<file path="src/rtl/tss_pkg.sv">
package tss_pkg;

    // Command given to each output lane in a cycle
    typedef enum logic [1:0] {
        LANE_HOLD  = 2'd0,
        LANE_LOAD  = 2'd1,
        LANE_SHIFT = 2'd2
    } lane_cmd_t;

    // Fall detection between the previous and the current sample
    function automatic logic is_fall(input logic prev, input logic now);
        return prev & ~now;
    endfunction

    // Pick the lane command from the frame events of one cycle
    function automatic lane_cmd_t pick_cmd(input logic frame_open,
                                           input logic frame_fall,
                                           input logic conv_done,
                                           input logic clk_fall);
        if (frame_fall || (conv_done && frame_open))
            return LANE_LOAD;
        else if (frame_open && clk_fall)
            return LANE_SHIFT;
        else
            return LANE_HOLD;
    endfunction

endpackage

</file>
<file path="src/rtl/sync_edge.sv">
module sync_edge #(
    parameter logic RST_VAL = 1'b1
) (
    input  logic clk,
    input  logic rst,
    input  logic din,
    output logic fall
);
    import tss_pkg::*;

    logic prev_q;

    always_ff @(posedge clk) begin
        if (rst) prev_q <= RST_VAL;
        else     prev_q <= din;
    end

    assign fall = is_fall(prev_q, din);
endmodule

</file>
<file path="src/rtl/conv_timer.sv">
module conv_timer #(
    parameter int CONV_CLKS = 20
) (
    input  logic clk,
    input  logic rst,
    input  logic start_fall,
    output logic busy,
    output logic done
);
    localparam int CW = (CONV_CLKS > 1) ? $clog2(CONV_CLKS) : 1;

    logic [CW-1:0] remain_q;
    logic          busy_q;

    always_ff @(posedge clk) begin
        if (rst) begin
            busy_q   <= 1'b0;
            remain_q <= '0;
        end else if (!busy_q) begin
            if (start_fall) begin
                busy_q   <= 1'b1;
                remain_q <= CW'(CONV_CLKS - 1);
            end
        end else if (remain_q == '0) begin
            busy_q <= 1'b0;
        end else begin
            remain_q <= remain_q - 1'b1;
        end
    end

    assign busy = busy_q;
    assign done = busy_q && (remain_q == '0);
endmodule

</file>
<file path="src/rtl/lane_shifter.sv">
module lane_shifter #(
    parameter int DATA_W = 12
) (
    input  logic              clk,
    input  logic              rst,
    input  tss_pkg::lane_cmd_t cmd,
    input  logic [DATA_W-1:0] first_word,
    input  logic [DATA_W-1:0] second_word,
    output logic              dout
);
    import tss_pkg::*;

    localparam int SR_W = 2 * DATA_W;

    logic [SR_W-1:0] sr_q;

    always_ff @(posedge clk) begin
        if (rst) begin
            sr_q <= '0;
        end else begin
            unique case (cmd)
                LANE_LOAD:  sr_q <= {first_word, second_word};
                LANE_SHIFT: sr_q <= {sr_q[SR_W-2:0], 1'b0};
                default:    sr_q <= sr_q;
            endcase
        end
    end

    assign dout = sr_q[SR_W-1];
endmodule

</file>
<file path="src/rtl/twin_sample_serializer.sv">
module twin_sample_serializer #(
    parameter int DATA_W    = 12,
    parameter int CONV_CLKS = 20
) (
    input  logic              clk,
    input  logic              rst,
    input  logic              start_n,
    input  logic [DATA_W-1:0] res_a,
    input  logic [DATA_W-1:0] res_b,
    input  logic              cs_n,
    input  logic              sclk,
    output logic              busy,
    output logic              dout_a,
    output logic              dout_b,
    output logic              oe_a,
    output logic              oe_b
);
    import tss_pkg::*;

    localparam int LANES = 2;

    logic start_fall, cs_fall, sclk_fall;
    logic conv_done;
    logic frame_q;
    logic [DATA_W-1:0] cap_a_q, cap_b_q;
    logic [DATA_W-1:0] src_a, src_b;
    logic [LANES-1:0]  dout_vec;
    lane_cmd_t         cmd;

    sync_edge #(.RST_VAL(1'b1)) u_start_edge (
        .clk(clk), .rst(rst), .din(start_n), .fall(start_fall));
    sync_edge #(.RST_VAL(1'b1)) u_cs_edge (
        .clk(clk), .rst(rst), .din(cs_n), .fall(cs_fall));
    sync_edge #(.RST_VAL(1'b0)) u_sclk_edge (
        .clk(clk), .rst(rst), .din(sclk), .fall(sclk_fall));

    conv_timer #(.CONV_CLKS(CONV_CLKS)) u_timer (
        .clk(clk), .rst(rst), .start_fall(start_fall),
        .busy(busy), .done(conv_done));

    // Result capture at the end of conversion
    always_ff @(posedge clk) begin
        if (rst) begin
            cap_a_q <= '0;
            cap_b_q <= '0;
        end else if (conv_done) begin
            cap_a_q <= res_a;
            cap_b_q <= res_b;
        end
    end

    // Words loaded into the lanes: fresh results in the completion cycle
    assign src_a = conv_done ? res_a : cap_a_q;
    assign src_b = conv_done ? res_b : cap_b_q;

    // Frame state: opened by the select fall, closed while select is high
    always_ff @(posedge clk) begin
        if (rst)                   frame_q <= 1'b0;
        else if (cs_fall)          frame_q <= 1'b1;
        else if (frame_q && cs_n)  frame_q <= 1'b0;
    end

    always_comb cmd = pick_cmd(frame_q, cs_fall, conv_done, sclk_fall);

    for (genvar g = 0; g < LANES; g++) begin : g_lane
        lane_shifter #(.DATA_W(DATA_W)) u_lane (
            .clk         (clk),
            .rst         (rst),
            .cmd         (cmd),
            .first_word  ((g == 0) ? src_a : src_b),
            .second_word ((g == 0) ? src_b : src_a),
            .dout        (dout_vec[g])
        );
    end

    assign dout_a = dout_vec[0];
    assign dout_b = dout_vec[1];
    assign oe_a   = frame_q;
    assign oe_b   = frame_q;
endmodule

</file>
<file path="config.mk">
export PLATFORM = sky130hd
export DESIGN_NAME = twin_sample_serializer
export DESIGN_NICKNAME = d
export VERILOG_FILES = /design/src/rtl/tss_pkg.sv /design/src/rtl/sync_edge.sv /design/src/rtl/conv_timer.sv /design/src/rtl/lane_shifter.sv /design/src/rtl/twin_sample_serializer.sv
export SDC_FILE = /design/constraint.sdc
export NUM_CORES = 1
export LEC_CHECK = 0
export ABC_CLOCK_PERIOD_IN_PS = 2000
export BUFFER_PORTS_ARGS = -buffer_cell sky130_fd_sc_hd__buf_2
export CORE_ASPECT_RATIO = 0.6
export CORE_UTILIZATION = 39
export DETAILED_ROUTE_END_ITERATION = 8
export HOLD_SLACK_MARGIN = 0.03
export SYNTH_ARGS = -nofsm -noshare
export SYNTH_HDL_FRONTEND = slang
export SYNTH_SLANG_ARGS = --single-unit
</file>
<file path="constraint.sdc">
create_clock -name clk -period 2 [get_ports clk]
set_input_delay 0.2 -clock clk [delete_from_list [all_inputs] [get_ports clk]]
set_output_delay 0.2 -clock clk [all_outputs]
set_load 0.01 [all_outputs]
</file>
* After elaboration in Yosys (flattened, before gate mapping)
Index checks and enable logic that the tools add are counted.
Storage, ports and cells: output and inout bits 5, register bits 82, logic and storage cells 44
Cells by class: add/subtract/negate cells 1, bitwise logic cells 6, equal/unequal tests 3, muxes and demuxes 14, reductions and logical operators 10
Operator list (count):
- $pmux 24 s2 | 2
- $mux 12 | 2
- $mux 5 | 3
- $reduce_bool 2->1 | 3
- $logic_not 5->1 | 1
- $mux 1 | 5
- $sub 5x1->5 const B | 1
- $logic_and 1x1->1 | 4
- $mux 2 | 2
- $and 1x1->1 | 3
- $not 1->1 | 3
- $eq 2x1->1 const B | 1
- $eq 2x2->1 const B | 1
- $ne 2x2->1 const B | 1
- $reduce_and 2->1 | 1
- $logic_or 1x1->1 | 1

* Longest topological paths before layout
Gate-level depths: netlist of the first run.
depth after elaboration 7, mapped depth 9

* Cells and area by module
Synthesis of the first run repeated with hierarchy kept, for this count alone.
Second synthesis, totals: cells, all modules 342, area total of the unflattened synthesis 3851.2 µm²
By module, submodules not included:
- lane_shifter | area each 1193.6 µm², instances 2, sequential area each 480.5 µm², cells an instance 108
- twin_sample_serializer | area each 1069.8 µm², instances 1, sequential area each 500.5 µm², cells an instance 85
- conv_timer | area each 289.0 µm², instances 1, sequential area each 120.1 µm², cells an instance 32
- sync_edge | area each 35.0 µm², instances 3, sequential area each 20.0 µm², cells an instance 3

* Worst setup path before layout of the first run
Ideal clock, no wire load.
path kind register to register, from reg u_timer.remain_q[0], to reg g_lane[1].u_lane.sr_q[0], data required time 1.868 ns, library setup time 0.132 ns, arrival 1.517 ns, period minus slack after synthesis 1.649 ns, slack 0.351 ns, cell stages (with the launch flop) 9, cell sequence dfxtp_1 > inv_1 > ha_1 > and4bb_1 > buf_6 > buf_8 > and3_1 > o21ai_0 > a21oi_1
Between the ends: word-level cells in the longest chain between the ends 7, elaborated cells on any way between the ends 10, classes of those cells eq/ne (2); mux (3); reduce/logical (5)
Ends and longest elaborated chain:
- from (decl) | line conv_timer.sv:12 | logic [CW-1:0] remain_q;
- from (signal assigned) | line conv_timer.sv:22 | remain_q <= CW'(CONV_CLKS - 1);
- from (signal assigned) | line conv_timer.sv:27 | remain_q <= remain_q - 1'b1;
- $logic_not 5->1 * | line conv_timer.sv:32 | assign done = busy_q && (remain_q == '0);
- $logic_and 1x1->1 * | line conv_timer.sv:32
- $logic_and 1x1->1 | line tss_pkg.sv:20 | if (frame_fall || (conv_done && frame_open))
- $logic_or 1x1->1 | line tss_pkg.sv:20
- $mux 2 | line tss_pkg.sv:20
- $eq 2x2->1 / $eq 2x1->1 (equally long branches) | line lane_shifter.sv:21 | unique case (cmd)
- $pmux 24 s2 / $reduce_bool 2->1 (equally long branches)
- to (signal assigned) | line lane_shifter.sv:22 | LANE_LOAD: sr_q <= {first_word, second_word};
- to (signal assigned) | line lane_shifter.sv:23 | LANE_SHIFT: sr_q <= {sr_q[SR_W-2:0], 1'b0};
- to (signal assigned) | line lane_shifter.sv:24 | default: sr_q <= sr_q;
- to (decl) | line lane_shifter.sv:15 | logic [SR_W-1:0] sr_q;
Every way passes the cells marked *; elsewhere a longest branch is shown, timed or not. A chain may end at the register's enable or synchronous reset.

* Worst setup path in the final report of the first run
from reg u_timer.remain_q[0], to reg g_lane[0].u_lane.sr_q[12]
Between the ends: word-level cells in the longest chain between the ends 7, elaborated cells on any way between the ends 10, classes of those cells eq/ne (2); mux (3); reduce/logical (5)
Ends and longest elaborated chain (line):
- $logic_not 5->1 * | conv_timer.sv:32
- $logic_and 1x1->1 * | conv_timer.sv:32
- $logic_and 1x1->1 | tss_pkg.sv:20
- $logic_or 1x1->1 | tss_pkg.sv:20
- $mux 2 | tss_pkg.sv:20
- $eq 2x2->1 / $eq 2x1->1 (equally long branches) | lane_shifter.sv:21
- $pmux 24 s2 / $reduce_bool 2->1 (equally long branches)
- to (signal assigned) | lane_shifter.sv:22
- to (signal assigned) | lane_shifter.sv:23
- to (signal assigned) | lane_shifter.sv:24
- to (decl) | lane_shifter.sv:15
Marked as above.

==> impl_metrics.ini, run 1 <==
[worst_hold_path]
hold_start = start_n
holdCritPathClass = input port to flop
min_path_cells = 2
min_to = u_start_edge.prev_q$_SDFF_PP1_

[route]
vias = 3164
dr.pass1.iters = 4
ant_nets = 0
drcViolationCount = 0
avgRoutedWirePerCell_um = 17.2
wl_mm = 9.61
drtIter0Drc = 233
viasPerCell = 5.65

[final_layout]
fill_cells = 835
fin_util_pct = 48.7
drive_gt1_share_pct = 20.1
nets = 473
diodes = 0
area.growth.synth_to_final_pct = 18.4

[global_routing]
antenna_found_initial = 0
grt_pass1_vias = 2982
overflow = 0
grt_max_degree = 72
grt_util_met1_pct = 29.9
use_met3_pct = 5.97
top_usage_layer = met2
grt_pass1_wl_mm = 15.5
grt.met2_usage_pct = 30.6
track_usage_pct = 21.1

[worst_setup_path]
worstSetupPathType = flop to flop
reg2reg_to = g_lane[0].u_lane.sr_q[12]$_SDFFE_PP0P_
arrival_ps = 2120
worstPathCellList = inv_1, ha_1, and4bb_2, buf_12, and3_1, o21ai_0, a21oi_1
slowest_stage = dfxtp_1
crit_start = u_timer.remain_q[0]$_SDFFE_PP0P_
cp_max_fo = 10
ff2ff_setup_slack_ps = 100
end_kind = flop
r2r_cells = 7
start_kind = flop
reg2reg_from = u_timer.remain_q[0]$_SDFFE_PP0P_
required_ps = 2220
slowest_delay_ps = 350

[floorplan]
dieWidth_um = 126
ioPinCount = 34
dieHeight_um = 76.3
core_sq_um = 8720
rows = 26
start_util_pct = 41.1
die_area_sq_um = 9590

[power_and_ir_drop]
clkPwrFrac_pct = 41.0
combPwrFrac_pct = 14.9
intPower_w = 0.00308
p_sw_w = 0.00115
power.leakage_nw = 1.68
p_seq_share_pct = 44.1
irDropWorstVdd_uv = 421
power_w = 0.00423
power.density_nw_per_um2 = 996
switching_share_pct = 27.2

[yosys]
synth_ff_type = dfxtp_1
synth_cells = 409
synth-seq-cells = 82
synth.net_count = 439
async_reset_ff_share_pct = 0
syn_area_sq_um = 3580
synth_edf_count = 0
synthDistinctLibCells = 51
syn_area_per_cell_sq_um = 8.76
ys_seq_area_share_pct = 45.8
yosysWarnings = 0

[sta]
fin_tns_setup_ps = 0
finalCriticalPeriod_ps = 1900
worst_pin_slew_ps = 639
hold_violations = 0
skew_ps = 4.12
slew_headroom_pct = 57.4
final-max-slew-violation-count = 0
rsz0062_at_grt = no
fmax_mhz = 527
setup_viol_count_final = 0
post-route-period-util_pct = 94.9

[clock_tree]
post_cts_buffers = 0
cts_tree = built
htreeDepth = 3
cts_sinks = 82
cts_buffers = 9
clockBufferDepth = 2
cts_root_buffer = clkbuf_16
insertion_delay_ps = 350
cts_hold_buf = 0
clk_pin_slew_worst_paths_ps = 60

[placement]
place_congestion = 0.799
portBuffers = 33
dp_hpwl_mm = 6.53

[status]
status = finished, final reports clean

[flow_run]
max_cap_violations = 0
==> worst max-delay path, delay by kind of cell, from the launching register on <==
family	cells	cell delay, ps
DFF	1	350
adders and majority gates	1	240
buffers and inverters	2	240
and+or+nand+nor	2	500
AOI/OAI and AO/OA	2	440
==> layout make-up <==
type / count / area, sq um / share of cell area, %
Clock buffer: 11 / 253 / 5.96
Multi-Input combinational cell: 287 / 1730 / 40.7
Timing Repair Buffer: 56 / 395 / 9.32
Sequential cell: 82 / 1640 / 38.7
Tap cell: 112 / 140 / 3.30
Inverter: 7 / 26.3 / 0.619
Clock inverter: 5 / 61.3 / 1.44
==> layer usage <==
layer / wire, um / up-vias
li1: - / 1565
met1: 4700 / 1497
met2: 4100 / 94
met3: 721 / 8
met4: 91 / 0
met5: 0 / -
==> power by group through the flow <==
stage	registers, W	clock network [W]	logic, W
6_report	0.00186	0.00174	0.000629
3_3_place_gp	0.00189	0	0.000606
2_1_floorplan	0.00186	0	0.000449
3_5_place_dp	0.00190	0	0.000621
4_1_cts	0.00186	0.00176	0.000625
5_1_grt	0.00188	0.00183	0.000697
==> cells in the mapped netlist, types with 2 or more instances <==
cell type  instances  area, sq um
o21ai_0           10         50.1
buf_4              7         52.6
dfxtp_1           82         1640
a21oi_1           38          190
mux2_2             3         33.8
o22ai_1           29          181
inv_1              7         26.3
nor2_1            34          128
mux2i_1            8         80.1
buf_2             13         65.1
a32oi_1            2         17.5
o211a_1            2         20.0
nand2_1           53          199
nor2b_1            4         25.0
a21boi_0           9         67.6
or2_2              3         18.8
a311oi_1           6         52.6
a211oi_1          14          105
clkbuf_1           9         33.8
o21bai_1           4         30.0
o221a_1            2         22.5
a21o_1             6         45.0
nand3_1            6         30.0
nor3_1            10         50.1
nand2b_1           4         25.0
nor4_1            12         75.1
o211ai_4           2         42.5
a31oi_1            6         37.5
buf_6              2         22.5
==> logic make-up (layout without fill, tap and decap cells) <==
logic type                 after synthesis  count (layout)  synth area share (%)
buffers and inverters                   40              79                  6.11
muxes                                   11              11                  3.18
AOI/OAI and AO/OA                      139             139                  26.4
and+or+nand+nor                        136             136                  18.2
DFF                                     82              82                  45.8
adders and majority gates                1               1                 0.349
==> worst max path at each step <==
stage          slack, ps                                      to
3_3_place_gp          80  g_lane[0].u_lane.sr_q[22]$_SDFFE_PP0P_
5_1_grt                4  g_lane[0].u_lane.sr_q[12]$_SDFFE_PP0P_
2_1_floorplan        350   g_lane[1].u_lane.sr_q[0]$_SDFFE_PP0P_
3_5_place_dp          40  g_lane[1].u_lane.sr_q[10]$_SDFFE_PP0P_
4_1_cts               30  g_lane[1].u_lane.sr_q[10]$_SDFFE_PP0P_
6_report             100  g_lane[0].u_lane.sr_q[12]$_SDFFE_PP0P_
==> registers in the layout (all words and copies together) (netlist names) <==
signal	count
g_lane.u_lane.sr_q	48
cap_a_q	12
cap_b_q	12
u_timer.remain_q	5
oe_a	1
u_cs_edge.prev_q	1
u_sclk_edge.prev_q	1
u_start_edge.prev_q	1
u_timer.busy	1
==> through the flow <==
stage / instance area (sq um) / setup slack, ps / cells / hold slack [ps]
3_5_place_dp: 3920 / 35.5 / 544 / 403
6_report: 4240 / 101 / 560 / 50.0
5_1_grt: 4240 / 3.51 / 560 / 60.6
4_1_cts: 4240 / 28.1 / 560 / 43.3
2_1_floorplan: 3580 / 351 / 409 / 307
3_3_place_gp: 3920 / 80.4 / 544 / 398
==> placed cells by master (no fill, tap or decap), types with 7 or more instances in the layout <==
| master | instances |
|---|---|
| a21boi_0 | 9 |
| nor3_1 | 10 |
| buf_2 | 33 |
| inv_1 | 7 |
| buf_4 | 17 |
| o21ai_0 | 9 |
| nor2_1 | 33 |
| o22ai_1 | 29 |
| a211oi_1 | 14 |
| clkbuf_16 | 9 |
| mux2i_1 | 8 |
| a21oi_1 | 38 |
| nor4_1 | 12 |
| dfxtp_1 | 82 |
| nand2_1 | 53 |
==> repair_timing <==
item | in CTS | in global routing
endpoints found under the hold margin | 0 | 0
gates resized for setup | 0 | 4
setup endpoints to repair | 0 | 19
Note: power is estimated with default switching activity, not from simulation.
==> inputs of run 2 (changes only) <==
--- a/config.mk
+++ b/config.mk
@@ -13,4 +13,6 @@
 export HOLD_SLACK_MARGIN = 0.03
 export SYNTH_ARGS = -nofsm -noshare
 export SYNTH_HDL_FRONTEND = slang
+export SYNTH_HIERARCHICAL = 1
 export SYNTH_SLANG_ARGS = --single-unit
+export TNS_END_PERCENT = 20
==> run 2 against run 1 <==
Critical path depth up 2. Clock skew about the same. Count of clock-buffer cells in the layout up 3. The flow now finishes with violations (negative setup slack). Largest power group unchanged. Design area up 20%.
==> impl_metrics.ini, run 2 <==
[status]
status = finished, violations left
failed_checks = negative setup slack

[yosys]
netlist_top_cells_count = dfxtp_1 (82), mux2i_1 (46), nor2b_1 (40), a211oi_1 (38), and2b_1 (32)
synth-seq-cells = 82
async_reset_ff_share_pct = 0
synth_top_cell_area_share_pct = 42.6
synth_cells = 342
yosysWarnings = 6
ys_seq_area_share_pct = 42.6
synth_ff_type = dfxtp_1
syn_area_per_cell_sq_um = 11.3
synthAdderAreaFrac_pct = 0.975
synthDistinctLibCells = 36
synthXorXnorAreaFrac_pct = 0
syn_area_sq_um = 3850
yosys.area_share.simple_pct = 16.4
synth_most_common_cell = dfxtp_1
yosys.area.top_type = dfxtp_1
synth_edf_count = 0
synth_mux_area_share_pct = 20.7
synth.net_count = 374
synth_top_family_by_area = multiplexers
yosys-top-cells-area = dfxtp_1 (43%), mux2i_1 (12%), a211oi_1 (7.4%)
synth_compound_area_share_pct = 12.4

[route]
avgRoutedWirePerCell_um = 17.0
wl_mm = 9.04
vias = 2681
dr.pass1.iters = 4
drcViolationCount = 0
ant_nets = 0
drtIter0Drc = 83
viasPerCell = 5.05

[worst_hold_path]
holdCritPathClass = input port to flop

[clock_tree]
cts_buffers = 9
cts_root_buffer = clkbuf_16
clockBufferDepth = 2
insertion_delay_ps = 340
htreeDepth = 3
cts_tree = built
clk_pin_slew_worst_paths_ps = 60
cts_sinks = 82
cts_hold_buf = 0

[worst_setup_path]
cp_max_fo = 6
end_kind = flop
worstSetupPathType = flop to flop
slowest_delay_ps = 480
arrival_ps = 2480
required_ps = 2210
slowest_stage = or4b_4
worstPathCellList = inv_2, ha_4, or4b_4, nor2_4, buf_6, clkbuf_16, mux2_4, mux2i_1, a211oi_2
worst-path-buf-inv = 3
start_kind = flop
crit_family = simple AND/OR/NAND/NOR gates

[sta]
finalCriticalPeriod_ps = 2270
final-max-slew-violation-count = 0
slew_headroom_pct = 58.2
hold_violations = 0
worst_pin_slew_ps = 628
fin_ws_ps = -267
post-route-period-util_pct = 113
fmax_mhz = 441
setup_viol_count_final = 72
rsz0062_at_grt = yes
skew_ps = 4.28

[global_routing]
grt_pass1_wl_mm = 14.0
track_usage_pct = 18.2
grt_pass1_vias = 2716
antenna_found_initial = 0
overflow = 0
grt_max_degree = 35

[placement]
portBuffers = 33
dp_hpwl_mm = 5.39
place_congestion = 0.814

[floorplan]
die_area_sq_um = 10300
dieHeight_um = 79.0
dieWidth_um = 130
start_util_pct = 41.0
rows = 27
ioPinCount = 34
core_sq_um = 9390

[final_layout]
layout_commonest_cell = dfxtp_1
fill_cells = 814
fin_util_pct = 54.4
largest_reg_flops = 48
diodes = 0
area.growth.synth_to_final_pct = 32.6
layout_common_cells = dfxtp_1 (80), mux2i_1 (37), a211oi_2 (37)
nets = 428
largestRegisters = g_lane.u_lane/sr_q (48), cap_a_q (12), cap_b_q (12)
top_register = g_lane.u_lane/sr_q
drive_gt1_share_pct = 46.9

[power_and_ir_drop]
p_sw_w = 0.00111
combPwrFrac_pct = 20.4
clkPwrFrac_pct = 37.9
power.leakage_nw = 1.83
switching_share_pct = 25.3
power.density_nw_per_um2 = 858
p_seq_share_pct = 41.7
irDropWorstVdd_uv = 562
power_w = 0.00438
intPower_w = 0.00328

[flow_run]
max_cap_violations = 0
-- run 2: changes by cell type after synthesis, sizes merged, moves of 9 or more --
cell,change
a211oi,+32
a21boi,-9
a21oi,-34
and2b,+33
mux2,+21
mux2i,+38
nand2,-49
nor2,-32
nor2b,+37
nor4,-12
o21ai,-11
o22ai,-29
-- run 2: logic make-up (layout without fill, tap and decap cells) --
logic type / count (synthesis) / after routing
fa+ha+maj: 3 / 3
mux: 70 / 70
flops: 82 / 82
buf+inv: 34 / 93
compound gates: 60 / 60
simple gates: 93 / 93
-- run 2: metrics by stage --
step	cells	TNS [ps]	setup WS, ps	cell area, sq um	hold slack (ps)
finish	531	-12510	-267	5110	54.8
global route	531	-17810	-340	5110	64.1
CTS	526	-11490	-252	4820	44.4
detailed placement	505	-14360	-301	4300	400
global placement	505	-10600	-240	4300	392
floorplan	342	-16720	-393	3990	266
-- run 2: area by class of cell --
class	count	area [sq um]	share of cell area, %
Timing Repair Buffer	67	619	12.1
Clock buffer	14	264	5.17
Multi-Input combinational cell	226	2340	45.8
Clock inverter	2	35.0	0.686
Sequential cell	82	1640	32.2
Inverter	10	42.5	0.833
Tap cell	130	163	3.18
-- run 2: path summary, 6_finish.rpt --
path	endpoint	cells after the start	slack (ps)	from
setup / recovery	g_lane[0].u_lane/sr_q[5]$_SDFFE_PP0P_	9	-270	u_timer/remain_q[1]$_SDFFE_PP0P_
hold / removal	u_start_edge/prev_q$_SDFF_PP1_	2	50	start_n
setup reg to reg	g_lane[0].u_lane/sr_q[5]$_SDFFE_PP0P_	9	-270	u_timer/remain_q[1]$_SDFFE_PP0P_
hold reg to reg	g_lane[0].u_lane/sr_q[0]$_SDFFE_PP0P_	2	490	g_lane[0].u_lane/sr_q[0]$_SDFFE_PP0P_
-- run 2: per-layer routing --
metal  GRT usage [%]  vias to the layer above  share of wire, %  wire (um)
met5               0                        -                 0          0
met2            25.4                       54                41       3740
li1                -                     1318                 -          -
met4            6.28                        0              0.86         78
met1            26.4                     1302                54       4860
met3            4.92                        7               4.0        359
-- run 2: what timing repair did --
action | 4_1_cts | 5_1_grt
setup endpoints to repair | 72 | 72
pin swaps | 20 | 18
setup buffers | 4 | 2
gates cloned | 1 | 3
resized for setup | 40 | 38
-- run 2: power groups by stage --
stage	registers (W)	logic (W)	clock network, W
2_1_floorplan	0.00185	0.000522	0
3_3_place_gp	0.00185	0.000688	0
3_5_place_dp	0.00185	0.000701	0
4_1_cts	0.00182	0.000797	0.00170
5_1_grt	0.00184	0.000962	0.00179
6_report	0.00183	0.000894	0.00166
